### config.mk
export PLATFORM = sky130hd
export DESIGN_NAME = adder_alu
export DESIGN_NICKNAME = d
export VERILOG_FILES = /design/src/rtl/alu_pkg.sv /design/src/rtl/alu_ext_slice.sv /design/src/rtl/alu_cin_gen.sv /design/src/rtl/alu_ripple_add.sv /design/src/rtl/adder_alu.sv
export SDC_FILE = /design/constraint.sdc
export NUM_CORES = 1
export LEC_CHECK = 0
export ABC_AREA = 1
export CAP_MARGIN = 10
export CORE_ASPECT_RATIO = 1.4
export CORE_MARGIN = 4
export CORE_UTILIZATION = 35
export DETAILED_ROUTE_END_ITERATION = 12
export PLACE_DENSITY = 0.58
export SYNTH_ARGS = -nofsm -noshare
export SYNTH_HDL_FRONTEND = slang
export SYNTH_SLANG_ARGS = --single-unit
### constraint.sdc
create_clock -name vclk -period 8.7
set_clock_uncertainty 0.15 [all_clocks]
set_input_delay 2.61 -clock vclk [all_inputs]
set_output_delay 2.61 -clock vclk [all_outputs]
set_load 0.01 [all_outputs]
### src/rtl/alu_pkg.sv
package alu_pkg;

  localparam int unsigned OP_W = 3;

  typedef enum logic [OP_W-1:0] {
    OP_SUB  = 3'b000,
    OP_ADD  = 3'b001,
    OP_DBL  = 3'b010,
    OP_HALF = 3'b011,
    OP_NAND = 3'b100,
    OP_XOR  = 3'b101,
    OP_NOR  = 3'b110,
    OP_INV  = 3'b111
  } alu_op_e;

endpackage

### src/rtl/alu_ext_slice.sv
module alu_ext_slice
  import alu_pkg::*;
(
  input  alu_op_e op,
  input  logic    a_bit,
  input  logic    b_bit,
  input  logic    a_lower,   // bit below this one (for left shift)
  input  logic    a_upper,   // bit above this one (for right shift)
  output logic    opa_bit,
  output logic    opb_bit
);

  always_comb begin
    opa_bit = 1'b0;
    opb_bit = 1'b0;
    unique case (op)
      OP_SUB:  begin opa_bit = a_bit;            opb_bit = ~b_bit; end
      OP_ADD:  begin opa_bit = a_bit;            opb_bit = b_bit;  end
      OP_DBL:  opa_bit = a_lower;
      OP_HALF: opa_bit = a_upper;
      OP_NAND: opa_bit = ~(a_bit & b_bit);
      OP_XOR:  opa_bit = a_bit ^ b_bit;
      OP_NOR:  opa_bit = ~(a_bit | b_bit);
      OP_INV:  opa_bit = ~a_bit;
      default: begin opa_bit = 1'b0; opb_bit = 1'b0; end
    endcase
  end

endmodule

### src/rtl/alu_cin_gen.sv
module alu_cin_gen
  import alu_pkg::*;
(
  input  alu_op_e op,
  output logic    cin
);

  // Only subtraction needs the +1 that completes two's complement of B.
  always_comb begin
    cin = 1'b0;
    if (op == OP_SUB) cin = 1'b1;
  end

endmodule

### src/rtl/alu_ripple_add.sv
module alu_ripple_add #(
  parameter int unsigned W = 8
) (
  input  logic [W-1:0] opa,
  input  logic [W-1:0] opb,
  input  logic         cin,
  output logic [W-1:0] sum
);

  logic [W-1:0] carry;

  assign carry[0] = cin;

  generate
    for (genvar i = 0; i < W; i++) begin : g_bit
      logic half;
      assign half   = opa[i] ^ opb[i];
      assign sum[i] = half ^ carry[i];
      if (i < W - 1) begin : g_carry
        assign carry[i+1] = (opa[i] & opb[i]) | (carry[i] & half);
      end
      // The carry out of the top bit is not formed: results wrap.
    end
  endgenerate

endmodule

### src/rtl/adder_alu.sv
module adder_alu
  import alu_pkg::*;
#(
  parameter int unsigned W = 8
) (
  input  logic [W-1:0] in_a,
  input  logic [W-1:0] in_b,
  input  logic         op_hi,
  input  logic         op_mid,
  input  logic         op_lo,
  output logic [W-1:0] result
);

  alu_op_e      op;
  logic [W-1:0] shl_src;
  logic [W-1:0] shr_src;
  logic [W-1:0] ext_a;
  logic [W-1:0] ext_b;
  logic         ext_cin;

  assign op      = alu_op_e'({op_hi, op_mid, op_lo});
  assign shl_src = {in_a[W-2:0], 1'b0};
  assign shr_src = {1'b0, in_a[W-1:1]};

  generate
    for (genvar i = 0; i < W; i++) begin : g_slice
      alu_ext_slice u_slice (
        .op      (op),
        .a_bit   (in_a[i]),
        .b_bit   (in_b[i]),
        .a_lower (shl_src[i]),
        .a_upper (shr_src[i]),
        .opa_bit (ext_a[i]),
        .opb_bit (ext_b[i])
      );
    end
  endgenerate

  alu_cin_gen u_cin (
    .op  (op),
    .cin (ext_cin)
  );

  alu_ripple_add #(.W(W)) u_add (
    .opa (ext_a),
    .opb (ext_b),
    .cin (ext_cin),
    .sum (result)
  );

endmodule

==> results of run 1 <==
## area by class of cell
cell class / instances / area (µm²) / area share
Inverter: 45 / 183.9 / 0.1014
Timing Repair Buffer: 68 / 601.8 / 0.3320
Tap cell: 37 / 46.29 / 0.02553
Multi-Input combinational cell: 119 / 980.9 / 0.5411
## routing by layer
| layer | part of all wire | GRT usage |
|---|---|---|
| met1 | 0.37 | 0.1775 |
| met2 | 0.57 | 0.3605 |
| met3 | 0.045 | 0.01042 |
| met4 | 0.012 | 0.04595 |
| met5 | 0 | 0 |
## power groups by stage
| stage | clock [mW] | combinational (mW) | sequential, mW |
|---|---|---|---|
| 2_1_floorplan | 0 | 0.0535 | 0 |
| 3_3_place_gp | 0 | 0.104 | 0 |
| 3_5_place_dp | 0 | 0.108 | 0 |
| 4_1_cts | 0 | 0.114 | 0 |
| 5_1_grt | 0 | 0.125 | 0 |
| 6_report | 0 | 0.114 | 0 |
## logic make-up after synthesis
family	count (synthesis)	share of synthesized area
AO/OA/AOI/OAI	28	0.1651
adder cells (fa/ha/maj)	23	0.3098
buffers and inverters	48	0.1868
AND/OR/NAND/NOR	68	0.3383
## placed cells by master, fill, tap and decap left out, types with 2 or more instances in the layout
cell type | netlist | layout
inv_1 | 41 | 34
nor3_2 | 3 | 4
nor2_1 | 13 | 10
clkdlybuf4s50_1 | 0 | 17
ha_1 | 16 | 14
nand2_4 | 2 | 2
a22oi_1 | 4 | 4
buf_4 | 0 | 36
nand2_1 | 29 | 28
nand4_1 | 5 | 5
dlygate4sd2_1 | 0 | 2
a21oi_1 | 2 | 2
inv_2 | 3 | 7
nand3_1 | 5 | 5
ha_4 | 0 | 2
buf_8 | 0 | 2
buf_2 | 0 | 3
o21ai_0 | 7 | 7
buf_6 | 3 | 7
nor2_2 | 2 | 3
nand2_2 | 1 | 2
inv_4 | 1 | 3
fa_2 | 0 | 7
nor2_4 | 3 | 5
o22ai_1 | 9 | 9
## worst max-delay path by stage
stage	endpoint	depth (start not counted)	slack, ps
after floorplan	result[7]	21	1
after global placement	result[7]	21	-1070
after detailed placement	result[7]	21	-1160
after CTS	result[7]	22	-520
after global routing	result[7]	22	-350
final	result[7]	22	-220
## repair_timing
| item | 4_1_cts | 5_1_grt |
|---|---|---|
| hold buffers | 0 | 0 |
| buffers inserted | 7 | 0 |
| resized for setup | 69 | 2 |
| setup endpoints to repair | 4 | 4 |
| pin swaps | 18 | 8 |
==> impl_metrics.xml, run 1 <==
<?xml version="1.0" encoding="UTF-8"?>
<metrics>
  <group name="global_routing">
    <metric name="first_global_vias" unit="">1326</metric>
    <metric name="track_usage" unit="">0.1699</metric>
    <metric name="globalRoute.totalOverflow" unit="">0</metric>
    <metric name="grt_pass1_wl" unit="µm">5692</metric>
    <metric name="grt_max_degree" unit="">8</metric>
    <metric name="grt_antenna_before_repair" unit="">0</metric>
  </group>
  <group name="floorplanning">
    <metric name="start_util" unit="">0.3743</metric>
    <metric name="core.rowCount" unit="">23</metric>
    <metric name="design.portCount" unit="">27</metric>
    <metric name="core_area" unit="µm²">2935</metric>
    <metric name="floorplan.die_area" unit="µm²">4112</metric>
    <metric name="die_h" unit="µm">74.29</metric>
    <metric name="fp.dieW" unit="µm">55.35</metric>
  </group>
  <group name="worst_setup_path">
    <metric name="critical-path-top-cell-by-count" unit="">fa_2</metric>
    <metric name="path_class" unit="">input pin to output port</metric>
    <metric name="cp_max_fo" unit="">2</metric>
    <metric name="crit_chain" unit="">buf_8 &gt; inv_4 &gt; ha_4 &gt; inv_2 &gt; o221ai_2 &gt; nor3_2 &gt; fa_2 &gt; inv_2 &gt; fa_2 &gt; inv_2 &gt; fa_2 &gt; fa_2 &gt; fa_2 &gt; fa_2 &gt; fa_2 &gt; inv_1 &gt; nand2_1 &gt; nand2_1 &gt; inv_1 &gt; nor2_2 &gt; nor2_2 &gt; buf_2</metric>
    <metric name="max_stage_delay_cell_worst_path" unit="">fa_2</metric>
    <metric name="critical_path.top_delay_family" unit="">adder cells</metric>
    <metric name="critPathCaptureType" unit="">output port</metric>
    <metric name="timing.critical_path.from_type" unit="">input pin</metric>
    <metric name="timing.critical_path.slowest_cell_delay" unit="ps">360</metric>
    <metric name="worstPathBufferInverterCount" unit="">8</metric>
    <metric name="cp-startpoint" unit="">in_a[0]</metric>
    <metric name="timing.critical_path.required" unit="ps">5940</metric>
    <metric name="worst_ep_arrival_time" unit="ps">6160</metric>
  </group>
  <group name="yosys">
    <metric name="synth.largest_area_cell" unit="">ha_1</metric>
    <metric name="postSynthAreaPerCell" unit="µm²">6.578</metric>
    <metric name="netlist_area" unit="µm²">1099</metric>
    <metric name="synth_seq_area_share" unit="">0</metric>
    <metric name="synth.most_common_cell" unit="">inv_1</metric>
    <metric name="synthCells" unit="">167</metric>
    <metric name="synth_largest_type_area_fraction" unit="">0.1822</metric>
    <metric name="synth_common_cells" unit="">inv_1, nand2_1, ha_1, nor2_1, o22ai_1</metric>
    <metric name="synth_nets" unit="">209</metric>
    <metric name="synth.top_cells.by_area" unit="">ha_1, inv_1, fa_1</metric>
    <metric name="synth.yosys.warnings" unit="">0</metric>
    <metric name="netlist-cell-type-count" unit="">29</metric>
  </group>
  <group name="drt">
    <metric name="vias" unit="">1309</metric>
    <metric name="per_cell_via_count_in_the_routed_design" unit="">4.866</metric>
    <metric name="post_route_ant_nets" unit="">0</metric>
    <metric name="drcViolationCount" unit="">0</metric>
    <metric name="detailedRoute.firstPassIterationCount" unit="">4</metric>
    <metric name="routed_wl" unit="µm">3483</metric>
    <metric name="drt_first_iter_violations" unit="">45</metric>
    <metric name="wire_per_inst" unit="µm">12.95</metric>
  </group>
  <group name="layout">
    <metric name="syn_to_final_growth" unit="%">65.03</metric>
    <metric name="nFlopsAndLatches" unit="">0</metric>
    <metric name="layout.area.seq" unit="µm²">0</metric>
    <metric name="finish.instance_area" unit="µm²">1813</metric>
    <metric name="number_of_clock_buffers_in_the_layout" unit="">0</metric>
    <metric name="post-route-util" unit="">0.6176</metric>
    <metric name="nFillCells" unit="">289</metric>
    <metric name="post_layout_nonfiller_instances" unit="">269</metric>
    <metric name="drive_gt1_frac" unit="">0.3966</metric>
    <metric name="finish.net_count" unit="">276</metric>
    <metric name="inserted_diodes" unit="">0</metric>
  </group>
  <group name="placement">
    <metric name="placedCellCount" unit="">262</metric>
    <metric name="detailed_place_hpwl" unit="µm">2800</metric>
    <metric name="port-buffer-count" unit="">27</metric>
    <metric name="gpl_congestion" unit="">0.8471</metric>
    <metric name="placement.setup.worst_slack" unit="ps">-1163</metric>
    <metric name="place_area" unit="µm²">1669</metric>
  </group>
  <group name="sta">
    <metric name="hold-worst-slack" unit="ps">5837</metric>
    <metric name="rsz_0062_raised_after_global_routing" unit="">yes</metric>
    <metric name="fin_setup_tns" unit="ps">-285.0</metric>
    <metric name="report.final.slew_viol_count" unit="">0</metric>
    <metric name="period_minus_slack" unit="ps">8917</metric>
    <metric name="share_of_the_clock_period_used_by_the_worst_path_after_layout" unit="">1.025</metric>
    <metric name="slew-limit-headroom" unit="">0.7928</metric>
    <metric name="post-route-worst-setup-slack" unit="ps">-217.1</metric>
    <metric name="hold_violations" unit="">0</metric>
    <metric name="setup_violations" unit="">2</metric>
    <metric name="max_freq" unit="GHz">0.1121</metric>
    <metric name="tightestPinTransition" unit="ps">307.6</metric>
  </group>
  <group name="status">
    <metric name="failed_checks" unit="">setup timing</metric>
    <metric name="run_status" unit="">complete, but fails checks</metric>
  </group>
  <group name="pwr">
    <metric name="share_comb_of_total_power" unit="">1.000</metric>
    <metric name="p_int" unit="µW">58.82</metric>
    <metric name="power.net_switching" unit="µW">55.17</metric>
    <metric name="power.ir.vdd_worst" unit="µV">33.88</metric>
    <metric name="post-layout-total-power" unit="µW">114.0</metric>
    <metric name="seqPwrFrac" unit="">0</metric>
    <metric name="swShare" unit="">0.4840</metric>
    <metric name="power.density_cell_area" unit="nW/µm²">62.87</metric>
    <metric name="leakage_power_summed_over_all_cells" unit="nW">0.9486</metric>
    <metric name="clock_power_share" unit="">0</metric>
  </group>
  <group name="run">
    <metric name="max_cap_viol_count" unit="">0</metric>
  </group>
  <group name="hold_path">
    <metric name="min_to" unit="">result[7]</metric>
    <metric name="hold_depth" unit="">9</metric>
    <metric name="holdCritStartpoint" unit="">op_mid</metric>
    <metric name="worst_hold_path_type" unit="">input pin to output port</metric>
  </group>
</metrics>
Note: power is estimated with default switching activity, not from simulation.
==> run 2: changes to the inputs <==
--- a/config.mk
+++ b/config.mk
@@ -6,12 +6,13 @@
 export NUM_CORES = 1
 export LEC_CHECK = 0
 export ABC_AREA = 1
-export CAP_MARGIN = 10
+export CAP_MARGIN = 5
 export CORE_ASPECT_RATIO = 1.4
-export CORE_MARGIN = 4
+export CORE_MARGIN = 3
 export CORE_UTILIZATION = 35
 export DETAILED_ROUTE_END_ITERATION = 12
 export PLACE_DENSITY = 0.58
+export REMOVE_ABC_BUFFERS = 1
 export SYNTH_ARGS = -nofsm -noshare
 export SYNTH_HDL_FRONTEND = slang
 export SYNTH_SLANG_ARGS = --single-unit
==> impl_metrics.xml, run 2 (synthesis results as in run 1) <==
<?xml version="1.0" encoding="UTF-8"?>
<metrics>
  <group name="hold_path">
    <metric name="holdCritStartpoint" unit="">op_mid</metric>
    <metric name="hold_depth" unit="">8</metric>
    <metric name="min_to" unit="">result[7]</metric>
    <metric name="worst_hold_path_type" unit="">input pin to output port</metric>
  </group>
  <group name="sta">
    <metric name="share_of_the_clock_period_used_by_the_worst_path_after_layout" unit="">1.016</metric>
    <metric name="fin_setup_tns" unit="ps">-149.9</metric>
    <metric name="max_freq" unit="GHz">0.1132</metric>
    <metric name="report.final.slew_viol_count" unit="">0</metric>
    <metric name="slew-limit-headroom" unit="">0.7932</metric>
    <metric name="hold-worst-slack" unit="ps">5789</metric>
    <metric name="tightestPinTransition" unit="ps">306.9</metric>
    <metric name="post-route-worst-setup-slack" unit="ps">-136.8</metric>
    <metric name="hold_violations" unit="">0</metric>
    <metric name="period_minus_slack" unit="ps">8837</metric>
    <metric name="setup_violations" unit="">2</metric>
    <metric name="rsz_0062_raised_after_global_routing" unit="">yes</metric>
  </group>
  <group name="layout">
    <metric name="syn_to_final_growth" unit="%">64.24</metric>
    <metric name="drive_gt1_frac" unit="">0.4077</metric>
    <metric name="nFlopsAndLatches" unit="">0</metric>
    <metric name="finish.net_count" unit="">277</metric>
    <metric name="layout.area.seq" unit="µm²">0</metric>
    <metric name="multi_input_comb_area" unit="µm²">978.4</metric>
    <metric name="inserted_diodes" unit="">0</metric>
    <metric name="number_of_clock_buffers_in_the_layout" unit="">0</metric>
    <metric name="nFillCells" unit="">285</metric>
    <metric name="post_layout_nonfiller_instances" unit="">270</metric>
    <metric name="layout.cells.most_common" unit="">buf_4</metric>
    <metric name="layout.cells.most_common_list" unit="">buf_4, inv_1, nand2_1</metric>
    <metric name="finish.instance_area" unit="µm²">1804</metric>
  </group>
  <group name="drt">
    <metric name="detailedRoute.firstPassIterationCount" unit="">4</metric>
    <metric name="vias" unit="">1325</metric>
    <metric name="post_route_ant_nets" unit="">0</metric>
    <metric name="routed_wl" unit="µm">3621</metric>
    <metric name="drcViolationCount" unit="">0</metric>
    <metric name="per_cell_via_count_in_the_routed_design" unit="">4.907</metric>
    <metric name="wire_per_inst" unit="µm">13.41</metric>
    <metric name="drt_first_iter_violations" unit="">35</metric>
  </group>
  <group name="worst_setup_path">
    <metric name="timing.critical_path.from_type" unit="">input pin</metric>
    <metric name="cp_max_fo" unit="">2</metric>
    <metric name="max_stage_delay_cell_worst_path" unit="">fa_2</metric>
    <metric name="timing.critical_path.slowest_cell_delay" unit="ps">360</metric>
    <metric name="worst_ep_arrival_time" unit="ps">6080</metric>
    <metric name="path_class" unit="">input pin to output port</metric>
    <metric name="critPathCaptureType" unit="">output port</metric>
    <metric name="timing.critical_path.required" unit="ps">5940</metric>
    <metric name="cp-startpoint" unit="">in_a[0]</metric>
    <metric name="crit_chain" unit="">buf_8 &gt; inv_4 &gt; buf_4 &gt; buf_4 &gt; buf_4 &gt; nor2_4 &gt; nor3_2 &gt; fa_2 &gt; inv_2 &gt; fa_2 &gt; inv_2 &gt; fa_2 &gt; fa_2 &gt; fa_2 &gt; fa_2 &gt; fa_2 &gt; inv_2 &gt; nand2_1 &gt; nand2_1 &gt; inv_1 &gt; nor2_1 &gt; nor2_1 &gt; buf_2</metric>
    <metric name="critical-path-top-cell-by-count" unit="">fa_2</metric>
  </group>
  <group name="placement">
    <metric name="placedCellCount" unit="">264</metric>
    <metric name="detailed_place_hpwl" unit="µm">2807</metric>
    <metric name="gpl_congestion" unit="">0.8034</metric>
    <metric name="place_area" unit="µm²">1677</metric>
    <metric name="port-buffer-count" unit="">27</metric>
  </group>
  <group name="floorplanning">
    <metric name="floorplan.die_area" unit="µm²">3857</metric>
    <metric name="start_util" unit="">0.3743</metric>
    <metric name="design.portCount" unit="">27</metric>
    <metric name="core.rowCount" unit="">23</metric>
    <metric name="die_h" unit="µm">72.29</metric>
    <metric name="core_area" unit="µm²">2935</metric>
    <metric name="fp.dieW" unit="µm">53.35</metric>
  </group>
  <group name="status">
    <metric name="failed_checks" unit="">setup timing</metric>
    <metric name="run_status" unit="">complete, but fails checks</metric>
  </group>
  <group name="clock_tree">
    <metric name="cts_hold_repair.buffers" unit="">0</metric>
  </group>
  <group name="pwr">
    <metric name="power.ir.vdd_worst" unit="µV">41.80</metric>
    <metric name="leakage_power_summed_over_all_cells" unit="nW">0.9527</metric>
    <metric name="power.density_cell_area" unit="nW/µm²">63.56</metric>
  </group>
  <group name="run">
    <metric name="max_cap_viol_count" unit="">0</metric>
  </group>
  <group name="global_routing">
    <metric name="grt_antenna_before_repair" unit="">0</metric>
    <metric name="first_global_vias" unit="">1375</metric>
    <metric name="track_usage" unit="">0.1999</metric>
    <metric name="grt_max_degree" unit="">8</metric>
    <metric name="grt_pass1_wl" unit="µm">5940</metric>
    <metric name="globalRoute.totalOverflow" unit="">0</metric>
  </group>
</metrics>
[run 2: timing repair]
item                       CTS  global route
cloned                       0             0
setup endpoints to repair    4             3
buffers inserted             9             0
pin swaps                   17            16
gates resized for setup     66            16
[run 2: worst max-delay path by stage]
stage | end | slack, ps
2_1_floorplan | result[7] | -150
3_3_place_gp | result[7] | -1210
6_report | result[7] | -140
4_1_cts | result[7] | -470
3_5_place_dp | result[7] | -1290
5_1_grt | result[7] | -320
[run 2: through the flow]
stage,setup WS [ps],utilization,power [mW]
4_1_cts,-465.0,0.6206,0.1159
3_5_place_dp,-1295,0.5712,0.1082
6_report,-136.8,0.6147,0.1147
5_1_grt,-316.1,0.6147,0.1263
3_3_place_gp,-1213,0.5712,0.1052
2_1_floorplan,-154.5,-,0.04757
[run 2: routing by layer]
layer | GRT usage | up-vias | part of all wire
li1 | - | 665 | -
met1 | 0.2081 | 620 | 0.36
met2 | 0.4284 | 40 | 0.60
met3 | 0.006160 | 0 | 0.043
met4 | 0.01136 | 0 | 0
met5 | 0 | - | 0
[run 2: where the power goes]
| group | switching [mW] | total [mW] | internal [mW] |
|---|---|---|---|
| sequential | 0 | 0 | 0 |
| combinational | 0.0558 | 0.115 | 0.0589 |
| clock | 0 | 0 | 0 |
[run 2: cell type report]
class / count / share of cell area
inverters: 45 / 0.1006
multi-input cells: 119 / 0.5423
well taps: 37 / 0.02566
repair buffers: 69 / 0.3315
[run 2: critical path: cells and delay by family]
| kind | cells | cell delay [ps] |
|---|---|---|
| simple gates | 6 | 400 |
| fa+ha+maj | 7 | 2260 |
| buf+inv | 10 | 800 |
